[src/rtl/alu_bitslice_pkg.sv]
package alu_bitslice_pkg;

  // Slice result selector; the code values are part of the control word.
  typedef enum logic [1:0] {
    SEL_AND  = 2'b00,
    SEL_OR   = 2'b01,
    SEL_SUM  = 2'b10,
    SEL_LESS = 2'b11
  } sel_e;

endpackage

[src/rtl/alu_slice.sv]
module alu_slice
  import alu_bitslice_pkg::*;
#(
  parameter bit IS_TOP = 1'b0
) (
  input  logic a_i,
  input  logic b_i,
  input  logic a_inv_i,
  input  logic b_inv_i,
  input  sel_e sel_i,
  input  logic cin_i,
  input  logic less_i,
  output logic res_o,
  output logic cout_o,
  output logic sum_o,
  output logic ovf_o
);

  logic a_eff;
  logic b_eff;

  always_comb begin
    a_eff  = a_i ^ a_inv_i;
    b_eff  = b_i ^ b_inv_i;
    sum_o  = a_eff ^ b_eff ^ cin_i;
    cout_o = (a_eff & b_eff) | (cin_i & (a_eff ^ b_eff));
    unique case (sel_i)
      SEL_AND:  res_o = a_eff & b_eff;
      SEL_OR:   res_o = a_eff | b_eff;
      SEL_SUM:  res_o = sum_o;
      SEL_LESS: res_o = less_i;
      default:  res_o = 1'b0;
    endcase
  end

  // Only the top slice carries the signed overflow detector.
  generate
    if (IS_TOP) begin : g_ovf
      assign ovf_o = cin_i ^ cout_o;
    end else begin : g_no_ovf
      assign ovf_o = 1'b0;
    end
  endgenerate

endmodule

[src/rtl/alu_zero_detect.sv]
module alu_zero_detect #(
  parameter int WIDTH = 32
) (
  input  logic [WIDTH-1:0] vec_i,
  output logic             zero_o
);

  assign zero_o = ~|vec_i;

endmodule

[src/rtl/alu_bitslice.sv]
module alu_bitslice
  import alu_bitslice_pkg::*;
#(
  parameter int WIDTH = 32
) (
  input  logic [WIDTH-1:0] a_i,
  input  logic [WIDTH-1:0] b_i,
  input  logic             a_inv_i,
  input  logic             b_inv_i,
  input  logic [1:0]       op_i,
  output logic [WIDTH-1:0] result_o,
  output logic             carry_o,
  output logic             ovf_o,
  output logic             zero_o
);

  localparam int TOP = WIDTH - 1;

  sel_e             sel;
  logic [WIDTH:0]   carry;
  logic [WIDTH-1:0] less;
  logic [WIDTH-1:0] sum;
  logic [WIDTH-1:0] ovf;
  logic             set_bit;

  assign sel      = sel_e'(op_i);
  assign carry[0] = b_inv_i;
  assign set_bit  = sum[TOP];

  // Bit 0 receives the sign of the top adder; every other slice reads zero.
  assign less = {{(WIDTH-1){1'b0}}, set_bit};

  generate
    for (genvar i = 0; i < WIDTH; i++) begin : g_slice
      alu_slice #(.IS_TOP(i == TOP)) u_slice (
        .a_i     (a_i[i]),
        .b_i     (b_i[i]),
        .a_inv_i (a_inv_i),
        .b_inv_i (b_inv_i),
        .sel_i   (sel),
        .cin_i   (carry[i]),
        .less_i  (less[i]),
        .res_o   (result_o[i]),
        .cout_o  (carry[i+1]),
        .sum_o   (sum[i]),
        .ovf_o   (ovf[i])
      );
    end
  endgenerate

  assign carry_o = carry[WIDTH];
  assign ovf_o   = ovf[TOP];

  alu_zero_detect #(.WIDTH(WIDTH)) u_zero (
    .vec_i  (result_o),
    .zero_o (zero_o)
  );

endmodule

[config.mk]
export PLATFORM = sky130hd
export DESIGN_NAME = alu_bitslice
export DESIGN_NICKNAME = d
export VERILOG_FILES = /design/src/rtl/alu_bitslice_pkg.sv /design/src/rtl/alu_slice.sv /design/src/rtl/alu_zero_detect.sv /design/src/rtl/alu_bitslice.sv
export SDC_FILE = /design/constraint.sdc
export NUM_CORES = 1
export LEC_CHECK = 0
export ABC_AREA = 1
export BUFFER_PORTS_ARGS = -buffer_cell sky130_fd_sc_hd__buf_2
export CAP_MARGIN = 40
export CELL_PAD_IN_SITES_DETAIL_PLACEMENT = 1
export CELL_PAD_IN_SITES_GLOBAL_PLACEMENT = 1
export CORE_MARGIN = 2
export CORE_UTILIZATION = 35
export DETAILED_ROUTE_END_ITERATION = 6
export GPL_TIMING_DRIVEN = 0
export PLACE_DENSITY_LB_ADDON = 0.1
export SLEW_MARGIN = 40
export SYNTH_ARGS = -nofsm -noshare
export SYNTH_HDL_FRONTEND = slang
export SYNTH_SLANG_ARGS = --single-unit
[constraint.sdc]
create_clock -name vclk -period 15.2
set_clock_uncertainty 0.2 [all_clocks]
set_input_delay 1.52 -clock vclk [all_inputs]
set_output_delay 1.52 -clock vclk [all_outputs]
set_load 0.05 [all_outputs]
==> results of run 1 <==
synth_stat cells (2+ instances only):
master and number:
nand3_1 38, fa_1 31, buf_2 15, ha_1 64
inv_2 2, clkbuf_1 2, nand2_1 99, nor2_1 23
buf_4 32, xor2_1 6, xnor2_1 59, nand3b_1 7
inv_1 123
final cells by class:
cell class	count	share of cell area (%)
Inverter	125	10.55
Multi-Input combinational cell	330	64.23
Tap cell	133	3.743
Buffer	49	8.472
Timing Repair Buffer	108	13.00
power breakdown:
group	leakage [nW]	switching (mW)	internal (mW)	total, mW
Sequential	0	0	0	0
Combinational	2.50	0.169	0.102	0.271
Clock	0	0	0	0
worst max path at each step:
| stage | from | end | slack (ns) | depth (start not counted) |
|---|---|---|---|---|
| 4_1_cts | a_inv_i | zero_o | -0.24 | 49 |
| 5_1_grt | a_inv_i | zero_o | -0.27 | 51 |
| 3_5_place_dp | b_inv_i | zero_o | -1.35 | 51 |
| 3_3_place_gp | b_inv_i | zero_o | -1.28 | 51 |
| 6_report | b_inv_i | zero_o | 0.05 | 51 |
| 2_1_floorplan | b_inv_i | zero_o | 0.03 | 50 |
logic make-up (layout without fill, tap and decap cells):
family | Yosys count | in the layout | synth area share, %
buffers and inverters | 174 | 282 | 22.60
AND/OR/NAND/NOR | 169 | 169 | 20.46
adder cells (fa/ha/maj) | 95 | 95 | 40.56
XOR/XNOR | 65 | 65 | 16.24
AO/OA/AOI/OAI | 1 | 1 | 0.1427
stage by stage:
step / util, % / hold slack [ns]
floorplan: - / 3.159
global placement: 43.27 / 3.552
detailed placement: 43.27 / 3.545
CTS: 44.60 / 3.551
global route: 45.69 / 3.583
finish: 45.69 / 3.543
per-layer routing:
| layer | wire (um) | GRT usage [%] | vias up | part of all wire, % |
|---|---|---|---|---|
| met2 | 5407 | 36.84 | 60 | 54 |
| met1 | 4207 | 21.67 | 1529 | 42 |
| met3 | 344 | 1.441 | 6 | 3.4 |
| met5 | 13 | 0 | - | 0.13 |
| met4 | 80 | 1.641 | 2 | 0.80 |
| li1 | - | - | 1604 | - |
repair_timing:
| action | CTS | global route |
|---|---|---|
| gates cloned | 0 | 0 |
| endpoints found under the setup margin | 7 | 4 |
| buffers inserted | 5 | 2 |
| pin swaps | 4 | 6 |
| gates resized for setup | 31 | 32 |
==> metrics.yaml, run 1 <==
status:
  status: "finished clean"
logic_synthesis:
  synth_area_leader_cell: "ha_1"
  syn_avg_cell_area_um2: 6.954
  synth-seq-area-share_pct: 0
  synthCells: 504
  netlist.area_leader.share_pct: 22.85
  syn_nets: 667
  synth_area_leaders: "ha_1 23%, fa_1 18%, xnor2_1 15%, inv_1 13%, nand2_1 11%"
  ys_types: 16
  syn_area_um2: 3505
  synth_warnings: 0
cells_and_area:
  seq_area_um2: 0
  fillers: 1314
  multi_input_area_um2: 2855
  final_cell_area_um2: 4446
  area_growth_pct: 26.85
  antenna-diode-count: 0
  nNetsFinal: 777
  nClkBuffers: 0
  mostFrequentLayoutCell: "inv_1"
  nFlopsAndLatches: 0
  final_cells: 745
  final_cell_mix: "116 x inv_1, 112 x buf_2, 98 x nand2_1, 64 x ha_1, 57 x xnor2_1"
  layout-drive-gt1-share_pct: 33.66
timing:
  setup_ws_ns: 0.05387
  min_period_over_period_pct: 99.65
  rsz0062_at_grt: "yes"
  setup_viol: 0
  fin_crit_ns: 15.15
  drv_slew: 0
  max_freq_mhz: 66.02
  worst_slew_pin_slew_ns: 0.4326
  hold_viol: 0
  slew_headroom_pct: 70.95
  setup_tns_ns: 0
grt:
  antenna_found_initial: 1
  grt_pass1_vias: 3313
  grt_pass1_wl_um: 16150
  grt_max_degree: 11
  grt_overflow: 0
  track_usage_pct: 18.33
critical_path:
  cpMaxStageDelayCell: "fa_1"
  start_kind: "input port"
  cp_common_cell: "fa_2"
  critical_path_class: "input port to output pin"
  worstPathRequired_ns: 13.48
  worstSetupEndpointType: "output pin"
  crit_buf_inv: 11
  crit_arrival_ns: 13.43
  cp_max_fo: 7
  critical-path-max-stage-delay_ns: 0.50
  cp_top_family: "adder cells"
die:
  initial_core_util_pct: 36.02
  io_pins: 103
  coreArea_um2: 9729
  die_y_um: 104.1
  die_area_um2: 10830
  dieWidth_um: 104.1
  fp-row-count: 36
place:
  globalplace.congestion: 0.7582
  place_inst: 738
  dpl.hpwl_um: 8272
  dpl_worst_slack_ns: -1.350
  io_buffers: 101
  postPlaceCellArea_um2: 4210
detailed_routing:
  routedWlPerCell_um: 13.49
  ant_nets: 0
  num_vias: 3201
  firstDrtPassIters: 4
  drt-total-wl_um: 10050
  drt_iter0_markers: 59
  drc_errors: 0
  viasPerCell: 4.297
power:
  power.leakage_nw: 2.501
  powerDensity_nw_per_um2: 61.06
  fin_total_pwr_uw: 271.4
  ir_drop_mv: 0.04180
clocking:
  holdBufCountCts: 0
job:
  max_cap_violations: 0
worst_hold_path:
  hp-class: "input port to output pin"
  min_from: "op_i[1]"
  holdPathEnd: "result_o[23]"
  worstHoldPathCells: 5
No activity file was read; power rests on OpenSTA's default activity.
==> inputs of run 2 (changes only) <==
Settings changed: PLACE_DENSITY_LB_ADDON 0.1 to 0.3.
==> run 2 against run 1 <==
Against the previous run:
- fmax up 0.25%
- clock-buffer cell count unchanged
- global-route usage up 0.94 points
- utilization down 0.50 points
- final cell count down 0.13%
- setup slack better by 0.038 ns
- largest cell class unchanged
==> metrics.yaml, run 2 (synthesized netlist as in run 1, its figures left out) <==
status:
  status: "finished clean"
timing:
  slew_headroom_pct: 69.40
  setup_ws_ns: 0.09177
  rsz0062_at_grt: "yes"
  hold_viol: 0
  min_period_over_period_pct: 99.40
  worst_slew_pin_slew_ns: 0.4557
  drv_slew: 0
  max_freq_mhz: 66.19
  fin_crit_ns: 15.11
  setup_viol: 0
critical_path:
  worstSetupEndpointType: "output pin"
  cp_common_cell: "fa_2"
  cpMaxStageDelayCell: "fa_1"
  crit_arrival_ns: 13.39
  cp_max_fo: 7
  crit_path_start: "b_inv_i"
  critical-path-max-stage-delay_ns: 0.49
  worstPathRequired_ns: 13.48
  start_kind: "input port"
  critical_path_class: "input port to output pin"
cells_and_area:
  final_cell_area_um2: 4397
  layout-drive-gt1-share_pct: 32.57
  nClkBuffers: 0
  antenna-diode-count: 0
  area_growth_pct: 25.46
  nFlopsAndLatches: 0
  mostFrequentLayoutCell: "inv_1"
  final_cell_mix: "122 x inv_1, 112 x buf_2, 97 x nand2_1, 64 x ha_1, 59 x xnor2_1"
  seq_area_um2: 0
  fin_util_pct: 45.19
  nNetsFinal: 776
detailed_routing:
  drc_errors: 0
  drt-total-wl_um: 10220
  firstDrtPassIters: 4
  viasPerCell: 4.313
  ant_nets: 0
  routedWlPerCell_um: 13.73
  num_vias: 3209
  drt_iter0_markers: 44
power:
  seqPwrFrac_pct: 0
  powerDensity_nw_per_um2: 61.12
  swShare_pct: 63.15
  clock_power_share_pct: 0
  ir_drop_mv: 0.03061
  power.leakage_nw: 2.482
  power.net_switching_uw: 169.7
  internal-power_uw: 99.03
  p_comb_share_pct: 100.0
die:
  die_area_um2: 10830
  initial_core_util_pct: 36.02
  die_y_um: 104.1
  coreArea_um2: 9729
  fp-row-count: 36
  io_pins: 103
  dieWidth_um: 104.1
grt:
  antenna_found_initial: 0
  grt_pass1_vias: 3534
  track_usage_pct: 19.27
  grt_max_degree: 11
  grt_pass1_wl_um: 17040
  grt_overflow: 0
clocking:
  holdBufCountCts: 0
worst_hold_path:
  hp-class: "input port to output pin"
  min_from: "op_i[0]"
place:
  dpl_worst_slack_ns: -1.131
  postPlaceCellArea_um2: 4210
  io_buffers: 101
  globalplace.congestion: 0.7737
  dpl.hpwl_um: 8416
job:
  max_cap_violations: 0
## run 2: final timing paths
path,endpoint,slack (ns),cells past startpoint
worst max-delay path,zero_o,0.09,49
worst min-delay path,result_o[2],3.53,5
## run 2: area by class of cell
cell class | count | area (um2)
Tap cell | 133 | 166.4
Inverter | 125 | 469.2
Fill cell | 1310 | 5333
Timing Repair Buffer | 107 | 566.8
Multi-Input combinational cell | 330 | 2839
Buffer | 49 | 355.3
## run 2: critical path, delay by kind of cell
family,cells,cell delay (ns)
adders and majority gates,31,10.09
buffers and inverters,10,0.89
and+or+nand+nor,7,0.75
xor gates and xnor gates,1,0.13
## run 2: what timing repair did
item                                    CTS  global route
endpoints found under the setup margin    6             3
buffers inserted                          5             1
gates resized for setup                  32            19
pin swaps                                 8             8
## run 2: power by group through the flow
| stage | Sequential, mW | Combinational [mW] | Clock [mW] |
|---|---|---|---|
| 2_1_floorplan | 0 | 0.199 | 0 |
| 3_3_place_gp | 0 | 0.248 | 0 |
| 3_5_place_dp | 0 | 0.261 | 0 |
| 4_1_cts | 0 | 0.268 | 0 |
| 5_1_grt | 0 | 0.300 | 0 |
| 6_report | 0 | 0.269 | 0 |
## run 2: metrics by stage
step	TNS [ns]	total power [mW]	std cells	hold slack [ns]
4_1_cts	-0.1269	0.2678	743	3.520
3_3_place_gp	-2.866	0.2482	738	3.521
2_1_floorplan	0	0.1986	504	3.159
3_5_place_dp	-3.317	0.2608	738	3.518
5_1_grt	-0.3440	0.2999	744	3.559
6_report	0	0.2687	744	3.529
## run 2: metal layers
layer / vias up / wire [um] / track usage [%]
li1: 1604 / - / -
met1: 1526 / 4256 / 22.92
met2: 69 / 5568 / 38.77
met3: 10 / 273 / 0.9398
met4: 0 / 119 / 2.220
met5: - / 0 / 0
